==> src/rtl/mdio_mgmt_pkg.sv <==
package mdio_mgmt_pkg;
  localparam int FRAME_BITS = 64;
  localparam int CNT_W      = $clog2(FRAME_BITS);
  localparam int TA_POS     = 46;   // first turnaround bit
  localparam int DATA_POS   = 48;   // first data bit
  localparam int DATA_W     = 16;
  localparam int STAT_DONE  = 11;

  typedef struct packed {
    logic load;      // accept command, build frame
    logic shift;     // falling MDC: advance to next bit
    logic sample;    // rising MDC inside data field
    logic finish;    // falling MDC after last bit
    logic busy;      // frame in progress
    logic driveAll;  // bit index before turnaround
  } mgmtStrobe_t;
endpackage

==> src/rtl/mdio_mgmt_ctrl.sv <==
module mdio_mgmt_ctrl
  import mdio_mgmt_pkg::*;
#(
  parameter int MDC_HALF = 50
) (
  input  logic        clk,
  input  logic        rstN,
  input  logic        cmdWrEn,
  input  logic        opReq,
  output mgmtStrobe_t strobe,
  output logic        mdc
);
  localparam int DIV_W = (MDC_HALF > 1) ? $clog2(MDC_HALF) : 1;

  logic             busy;
  logic             mdcR;
  logic [DIV_W-1:0] divCnt;
  logic [CNT_W-1:0] bitCnt;
  logic             tick;
  logic             start;
  logic             lastBit;

  assign tick    = busy && (divCnt == DIV_W'(MDC_HALF - 1));
  assign start   = cmdWrEn && opReq && !busy;
  assign lastBit = (bitCnt == CNT_W'(FRAME_BITS - 1));

  always_ff @(posedge clk or negedge rstN) begin
    if (!rstN) begin
      busy   <= 1'b0;
      mdcR   <= 1'b0;
      divCnt <= '0;
      bitCnt <= '0;
    end else if (start) begin
      busy   <= 1'b1;
      mdcR   <= 1'b0;
      divCnt <= '0;
      bitCnt <= '0;
    end else if (busy) begin
      if (tick) begin
        divCnt <= '0;
        mdcR   <= ~mdcR;
        if (mdcR) begin
          if (lastBit) busy <= 1'b0;
          else         bitCnt <= bitCnt + 1'b1;
        end
      end else begin
        divCnt <= divCnt + 1'b1;
      end
    end
  end

  always_comb begin
    strobe.load     = start;
    strobe.shift    = tick && mdcR && !lastBit;
    strobe.sample   = tick && !mdcR && (bitCnt >= CNT_W'(DATA_POS));
    strobe.finish   = tick && mdcR && lastBit;
    strobe.busy     = busy;
    strobe.driveAll = busy && (bitCnt < CNT_W'(TA_POS));
  end

  assign mdc = mdcR;
endmodule

==> src/rtl/mdio_mgmt_dp.sv <==
module mdio_mgmt_dp
  import mdio_mgmt_pkg::*;
(
  input  logic        clk,
  input  logic        rstN,
  input  mgmtStrobe_t strobe,
  input  logic        cmdWrEn,
  input  logic [31:0] cmdWrData,
  input  logic        ackWrEn,
  input  logic [15:0] ackWrData,
  input  logic        mdioIn,
  output logic        opReq,
  output logic [31:0] cmdRdData,
  output logic [15:0] statusWord,
  output logic        mdioOut,
  output logic        mdioOe
);
  logic [DATA_W-1:0]     dataF;
  logic [4:0]            regF;
  logic [4:0]            phyF;
  logic                  wrF, rdF, readyF, ieF;
  logic                  frameRead;
  logic [FRAME_BITS-1:0] shiftR;
  logic [DATA_W-1:0]     rdShift;
  logic                  doneStat;
  logic                  unusedBits;

  assign unusedBits = ^{cmdWrData[31:30], cmdWrData[28],
                        ackWrData[15:STAT_DONE+1], ackWrData[STAT_DONE-1:0]};

  assign opReq = cmdWrData[26] | cmdWrData[27];

  always_ff @(posedge clk or negedge rstN) begin
    if (!rstN) begin
      dataF     <= '0;
      regF      <= '0;
      phyF      <= '0;
      wrF       <= 1'b0;
      rdF       <= 1'b0;
      readyF    <= 1'b0;
      ieF       <= 1'b0;
      frameRead <= 1'b0;
      shiftR    <= '0;
      rdShift   <= '0;
      doneStat  <= 1'b0;
    end else begin
      if (cmdWrEn && !strobe.busy) begin
        dataF <= cmdWrData[15:0];
        regF  <= cmdWrData[20:16];
        phyF  <= cmdWrData[25:21];
        wrF   <= cmdWrData[26];
        rdF   <= cmdWrData[27];
        ieF   <= cmdWrData[29];
        if (opReq) readyF <= 1'b0;
      end
      if (strobe.load) begin
        frameRead <= cmdWrData[27];
        shiftR    <= {32'hFFFF_FFFF, 2'b01,
                      cmdWrData[27] ? 2'b10 : 2'b01,
                      cmdWrData[25:21], cmdWrData[20:16],
                      cmdWrData[27] ? 2'b11 : 2'b10,
                      cmdWrData[15:0]};
      end else if (strobe.shift) begin
        shiftR <= {shiftR[FRAME_BITS-2:0], 1'b0};
      end
      if (strobe.sample && frameRead)
        rdShift <= {rdShift[DATA_W-2:0], mdioIn};
      if (strobe.finish) begin
        readyF <= 1'b1;
        if (frameRead) dataF <= rdShift;
      end
      if (strobe.finish && ieF)
        doneStat <= 1'b1;
      else if (ackWrEn && ackWrData[STAT_DONE])
        doneStat <= 1'b0;
    end
  end

  assign mdioOut    = shiftR[FRAME_BITS-1];
  assign mdioOe     = strobe.driveAll || (strobe.busy && !frameRead);
  assign cmdRdData  = {2'b00, ieF, readyF, rdF, wrF, phyF, regF, dataF};
  assign statusWord = {4'b0000, doneStat, 11'b0};
endmodule

==> src/rtl/mdio_mgmt_top.sv <==
module mdio_mgmt_top
  import mdio_mgmt_pkg::*;
#(
  parameter int MDC_HALF = 50
) (
  input  logic        clk,
  input  logic        rstN,
  input  logic        cmdWrEn,
  input  logic [31:0] cmdWrData,
  output logic [31:0] cmdRdData,
  input  logic        ackWrEn,
  input  logic [15:0] ackWrData,
  output logic [15:0] statusWord,
  output logic        mdc,
  output logic        mdioOut,
  output logic        mdioOe,
  input  logic        mdioIn
);
  mgmtStrobe_t strobe;
  logic        opReq;
  logic        busyMon;

  assign busyMon = strobe.busy;

  mdio_mgmt_ctrl #(.MDC_HALF(MDC_HALF)) u_ctrl (
    .clk     (clk),
    .rstN    (rstN),
    .cmdWrEn (cmdWrEn),
    .opReq   (opReq),
    .strobe  (strobe),
    .mdc     (mdc)
  );

  mdio_mgmt_dp u_dp (
    .clk        (clk),
    .rstN       (rstN),
    .strobe     (strobe),
    .cmdWrEn    (cmdWrEn),
    .cmdWrData  (cmdWrData),
    .ackWrEn    (ackWrEn),
    .ackWrData  (ackWrData),
    .mdioIn     (mdioIn),
    .opReq      (opReq),
    .cmdRdData  (cmdRdData),
    .statusWord (statusWord),
    .mdioOut    (mdioOut),
    .mdioOe     (mdioOe)
  );
endmodule

==> config.mk <==
export PLATFORM = sky130hd
export DESIGN_NAME = mdio_mgmt_top
export DESIGN_NICKNAME = d
export VERILOG_FILES = /design/src/rtl/mdio_mgmt_pkg.sv /design/src/rtl/mdio_mgmt_ctrl.sv /design/src/rtl/mdio_mgmt_dp.sv /design/src/rtl/mdio_mgmt_top.sv
export SDC_FILE = /design/constraint.sdc
export NUM_CORES = 1
export LEC_CHECK = 0
export ABC_AREA = 1
export BUFFER_PORTS_ARGS = -buffer_cell sky130_fd_sc_hd__buf_2
export CORE_ASPECT_RATIO = 0.5
export CORE_MARGIN = 3
export CORE_UTILIZATION = 51
export CTS_CLUSTER_DIAMETER = 150
export CTS_CLUSTER_SIZE = 14
export DETAILED_ROUTE_END_ITERATION = 8
export PLACE_DENSITY_LB_ADDON = 0.05
export SLEW_MARGIN = 20
export SYNTH_ARGS = -nofsm -noshare
export SYNTH_HDL_FRONTEND = slang
export SYNTH_SLANG_ARGS = --single-unit
==> constraint.sdc <==
create_clock -name clk -period 3.1 [get_ports clk]
set_input_delay 0.155 -clock clk [delete_from_list [all_inputs] [get_ports clk]]
set_output_delay 0.155 -clock clk [all_outputs]
set_load 0.01 [all_outputs]
# Word level (Yosys, flattened, before mapping)
# Cells that the tools add are included.
# word_totals
rom_bits	0
input_bits	53
register_bits	126
latchBits	0
ram_bits	0
memories	0
# op_classes
n_mux	28
multipliers	0
bitwise	2
eq_ne	3
magnitude_cmp	2
div	0
add_sub_neg	2
reduce_logical	29
shifts	0
# ops
operator	n
2-to-1 mux 64 bit	2
2-to-1 mux 16 bit	3
2-to-1 mux 6 bit	8
logical AND 1 bit	14
2-to-1 mux 1 bit	14
nonzero test 2 bit	7
adder 6 x 1 -> 6 bit, second input constant	2
equality test 6 bit, second input constant	2
>= comparator 6 bit, second input constant	1
< comparator 6 bit, second input constant	1
zero test 1 bit	4
AND reduction 2 bit	2
AND reduction 4 bit	1
2-to-1 mux 2 bit	1
!= test 2 x 1 -> 1 bit, second input constant	1
logical OR 1 bit	1
inverter 1 bit	1
OR 1 bit	1

# Depth between registers and ports, before layout
# depth
word_depth	6
ltp_mapped	10
depth_no_buf	9

# Modules after synthesis
# Synthesis repeated with hierarchy kept, for this count alone.
# unflattened
hier_cells	669
area_unflattened_um2	5751.8
# modules_own_cells
module	n_inst	area_each_um2	cells_per_inst
mdio_mgmt_dp	1	4868.4	549
mdio_mgmt_ctrl	1	883.3	120

# Worst setup path after synthesis
# OpenSTA, ideal clock, no wires.
# synth_timing
path_type	register -> register
start	register u_ctrl.bitCnt[0]
end	register u_dp.shiftR[40]
arrival_ns	1.375
stages_incl_launch_ff	9
synth_period_minus_slack_ns	1.492
t_required_ns	2.983
path_buffers	2
path_slack_ns	1.608
path_cell_list	dfrtp_1 -> ha_1 -> nand3_2 -> nor2_4 -> nand2_2 -> buf_4 -> buf_2 -> nand4_1 -> nand2_1
# synth_via
elab_chain_cells	4
# synth_rtl
element	line	text
from (decl)	mdio_mgmt_ctrl.sv:18	logic [CNT_W-1:0] bitCnt;
from (signal assigned)	mdio_mgmt_ctrl.sv:44	else bitCnt <= bitCnt + 1'b1;
equality test 6 bit	mdio_mgmt_ctrl.sv:25	assign lastBit = (bitCnt == CNT_W'(FRAME_BITS - 1));
zero test 1 bit	mdio_mgmt_ctrl.sv:54	strobe.shift = tick && mdcR && !lastBit;
logical AND 1 bit	mdio_mgmt_ctrl.sv:54	
nonzero test 2 bit (no source line)	n/a	
to (signal assigned)	mdio_mgmt_dp.sv:58	shiftR <= {32'hFFFF_FFFF, 2'b01,
to (signal assigned)	mdio_mgmt_dp.sv:64	shiftR <= {shiftR[FRAME_BITS-2:0], 1'b0};
to (decl)	mdio_mgmt_dp.sv:23	logic [FRAME_BITS-1:0] shiftR;
# Every way passes these cells.
# A chain may end at the register's enable or synchronous reset.

# Worst setup path in the final report
# layout_timing
start	register u_ctrl.divCnt[1]
end	register u_dp.shiftR[25]
# layout_via
elab_chain_cells	5
# layout_rtl
element	line	text
from (decl)	mdio_mgmt_ctrl.sv:17	logic [DIV_W-1:0] divCnt;
from (signal assigned)	mdio_mgmt_ctrl.sv:47	divCnt <= divCnt + 1'b1;
equality test 6 bit	mdio_mgmt_ctrl.sv:23	assign tick = busy && (divCnt == DIV_W'(MDC_HALF - 1));
logical AND 1 bit	mdio_mgmt_ctrl.sv:23	
logical AND 1 bit (2 in series)	mdio_mgmt_ctrl.sv:54	
nonzero test 2 bit (no source line)	n/a	
# Every way passes these cells.

==> results list <==
- Drt initial violations: 439
* Yosys top cell by area: sky130_fd_sc_hd__dfrtp_1
* Post-Route M1 WL: 7435 um
* Routed length on met2: 6506 um
- Clk sinks: 126
- Highest signal layer in the routed design: met4
- Combinational cells account for 2.9% of the total power.
* Number of setup violations in the final report: 0
- The critical path is of the reg -> reg type.
* Origin of the critical flop-to-flop path: u_ctrl.divCnt[1]
* CTS tree: done
- Among all flip-flop cells after synthesis, the most frequent one is sky130_fd_sc_hd__dfrtp_1.
- Max-cap violations in this run came to 0.
* Post-synthesis average cell area: 7.543 sq um
* Routed via count: 5,394
- 0 antenna diodes ended up in the layout.
- The min-delay analysis places its worst path in the category in -> reg.
- CP startpoint: u_ctrl.divCnt[1]
- Total of flip-flops plus latches after synthesis: 126
* Master cell of the clock root buffer: sky130_fd_sc_hd__clkbuf_16
* Cell internal power dissipation: 3.092 mW
- Post-route design area: 7411 sq um
- Standard cell core area: 11,950 sq um
- The later pin in the worst-skew pair is clocked with a latency of 0.41 ns.
* Area taken by multi-input logic gates: 2610 sq um
- Psw: 0.8391 mW
- Pin placement for this block handled 104 I/O pins.
- STA puts the critical path data required time at 3.38 ns.
- Number of buffers created by CTS: 17
- Global-route wire length before repair: 26,020 um
- Via count of the first global-routing pass: 5,268
- Top cells by count, synth: 439 x sky130_fd_sc_hd__nand2_1, 126 x sky130_fd_sc_hd__dfrtp_1, 51 x sky130_fd_sc_hd__inv_1, 51 x sky130_fd_sc_hd__nand4_1, 35 x sky130_fd_sc_hd__o21ai_0
- Total of warnings raised by yosys: 0
* Met3 Routed Length: 644 um
- Depth of the CTS H-tree: 4
- Total routing resource utilization after global routing: 23.30%
- The die covers 13,850 sq um.
- For this run, the post-layout net count is 955.
* Initial cell density of the core: 52.91%
- In the routed design, unresolved DRC markers number 0.
- The die is 84.72 um tall.
* Initial antenna violation count: 0
- X dimension of the die: 163.4 um
- Switching portion of total power: 21.35%
- Share of the clock period used by the worst path: 83.28%
* Part of the total power dissipated in sequential elements: 42.2%
* FMAX: 0.3873 GHz
* Synthesized instance count: 838
- Number of synthesized flops with an enable pin: 0
* Maximum ir drop on the vdd rail: 349.9 uV
- The area growth from synthesis to layout is 17.24%.
- Max-Slew Margin vs Limit: 44.17%
- Aggregate routed wire length: 14,770 um
- Antenna Violating Nets Remaining: 0
* Worst endpoint data arrival time: 2.87 ns
* Clock group share of total power: 54.9%
* Number of max-slew violations in the final report: 0
- Ranked by total cell area, the synthesized netlist is headed by sky130_fd_sc_hd__dfrtp_1 50%, sky130_fd_sc_hd__nand2_1 26%, sky130_fd_sc_hd__nand4_1 5.0%, sky130_fd_sc_hd__buf_4 3.4%, sky130_fd_sc_hd__inv_1 3.0%.
- Global-route congestion overflow total: 0
- Sequential standard cell area: 3153 sq um
* RD Place Congestion: 0.7655
- In this run the static leakage power is 4.102 nW.
* DR WL/cell: 13.72 um
* Share of synthesized area occupied by flip-flops and latches: 49.88%
- After synthesis, the share of flip-flops with an asynchronous set or reset is 100.0%.
* Final min period: 2.582 ns
- Post-DP Area: 6610 sq um
- The final number of hold-violating endpoints was 0.
- The worst setup path is captured at a flop.
* RSZ-0062 raised after global routing: no
- Actual transition at the worst max-transition pin: 0.8354 ns
- After routing, the total negative slack on setup checks comes to 0 ns.
- Summed over all nets, the half-perimeter wirelength after detailed placement is 8925 um.
- Unique masters post-synth: 29
- Pin count of the biggest net entering global routing: 63
- Of the post-synthesis cell area, the dominant cell type holds 49.88%.
* Crit path max fanout: 55
- Power per standard cell area: 530.5 nW/um^2
- After detailed routing, the number of vias per cell comes to 5.008.
- The initialized floorplan defines 28 standard-cell rows.
- Fill cells: 1,076
- Worst Setup Start Kind: flop
* Library cell with the highest instance count after synthesis: sky130_fd_sc_hd__nand2_1
- Setup clock skew after layout: 0.008764 ns
- Count of buffers inserted at the top-level ports: 68
- Bufs on Longest Clock Path: 2
- Result of the run: complete, no violations
- Fraction of final layout cells sized beyond drive strength 1: 13.93%
- The mapped netlist covers 6321 sq um.
- The pre-antenna-repair detailed-routing pass consisted of 5 iterations.
* Clock edge transition at the registers on the reported setup and hold paths: 0.06 ns
- The startpoint identified for the worst hold timing path is cmdWrData[27].
-- critical path, cell delays in order, from the launching register on --
cell	delay, ns
sky130_fd_sc_hd__dfrtp_1	0.41
sky130_fd_sc_hd__inv_1	0.08
sky130_fd_sc_hd__ha_1	0.14
sky130_fd_sc_hd__nand2_1	0.06
sky130_fd_sc_hd__nor2_2	0.12
sky130_fd_sc_hd__nand2_1	0.21
sky130_fd_sc_hd__nand2_2	0.44
sky130_fd_sc_hd__nand3_4	0.62
sky130_fd_sc_hd__nand2_1	0.24
sky130_fd_sc_hd__nand2_1	0.08
-- metrics by stage --
| step | util (%) | hold slack [ns] | total power, mW | setup WS, ns | std cells |
|---|---|---|---|---|---|
| 6_report | 62.03 | 0.05059 | 3.931 | 0.5183 | 1077 |
| 2_1_floorplan | - | -0.1406 | 1.730 | 1.608 | 854 |
| 4_1_cts | 62.03 | 0.03880 | 3.973 | 0.5220 | 1077 |
| 3_3_place_gp | 55.33 | 0.1081 | 1.789 | 0.6237 | 1029 |
| 5_1_grt | 62.03 | 0.07971 | 4.054 | 0.2633 | 1077 |
| 3_5_place_dp | 55.33 | 0.1101 | 1.790 | 0.5648 | 1029 |
-- state kept, by name, summed over array words and instances (netlist names), 5 cells and up --
signal and count:
u_ctrl.bitCnt 6, u_ctrl.divCnt 6, u_dp.rdShift 16, u_dp.phyF 5
u_dp.shiftR 64, u_dp.regF 5, u_dp.dataF 16
-- final timing paths --
path	end	slack [ns]	cells past startpoint
setup / recovery	u_dp.shiftR[25]	0.52	9
hold / removal	u_dp.rdF	0.05	3
setup reg to reg	u_dp.shiftR[25]	0.52	9
hold reg to reg	u_dp.shiftR[44]	0.47	2
max in group asynchronous	u_dp.readyF	2.06	3
min in group asynchronous	u_ctrl.divCnt[3]	0.21	2
-- cell type report --
cell class / count / share of cell area [%]
well taps: 165 / 2.786
clock inverters: 12 / 2.482
flip-flops and latches: 126 / 42.55
multi-input cells: 605 / 35.22
inverters: 54 / 2.735
clock buffers: 20 / 6.162
repair buffers: 95 / 8.070
-- layer usage --
metal | track usage (%) | vias up
met2 | 36.01 | 122
li1 | - | 2704
met1 | 33.95 | 2548
met5 | 0 | -
met3 | 4.534 | 20
met4 | 6.063 | 0
-- cell families after synthesis --
kind of cell	count (synthesis)	share of synthesized area (%)
flops	126	49.88
simple gates	542	35.95
other cells	1	0.05933
buf+inv	123	9.778
compound gates	40	3.325
xor+xnor	3	0.4158
fa+ha+maj	3	0.5939
-- power by group through the flow --
stage | sequential (mW) | combinational [mW] | clock [mW]
after global placement | 1.69 | 0.101 | 0
after floorplan | 1.69 | 0.0375 | 0
after global routing | 1.66 | 0.130 | 2.26
after detailed placement | 1.69 | 0.101 | 0
final | 1.66 | 0.115 | 2.16
after CTS | 1.66 | 0.117 | 2.20
-- placed cells by master (no fill, tap or decap), types with 5 or more instances in the layout --
| master | n |
|---|---|
| sky130_fd_sc_hd__nand2_1 | 439 |
| sky130_fd_sc_hd__dfrtp_1 | 126 |
| sky130_fd_sc_hd__buf_2 | 67 |
| sky130_fd_sc_hd__inv_1 | 51 |
| sky130_fd_sc_hd__nand4_1 | 51 |
| sky130_fd_sc_hd__o21ai_0 | 35 |
| sky130_fd_sc_hd__nand3_1 | 29 |
| sky130_fd_sc_hd__conb_1 | 17 |
| sky130_fd_sc_hd__clkbuf_16 | 17 |
| sky130_fd_sc_hd__dlygate4sd3_1 | 16 |
| sky130_fd_sc_hd__buf_4 | 11 |
| sky130_fd_sc_hd__nor2_1 | 8 |
| sky130_fd_sc_hd__nand2_2 | 5 |
-- what timing repair did --
action	in CTS	in global routing
gates resized for setup	0	0
setup endpoints to repair	0	0
hold endpoints to repair	41	0
hold buffers	16	0
buffers inserted	0	0
Note: power is estimated with default switching activity, not from simulation.
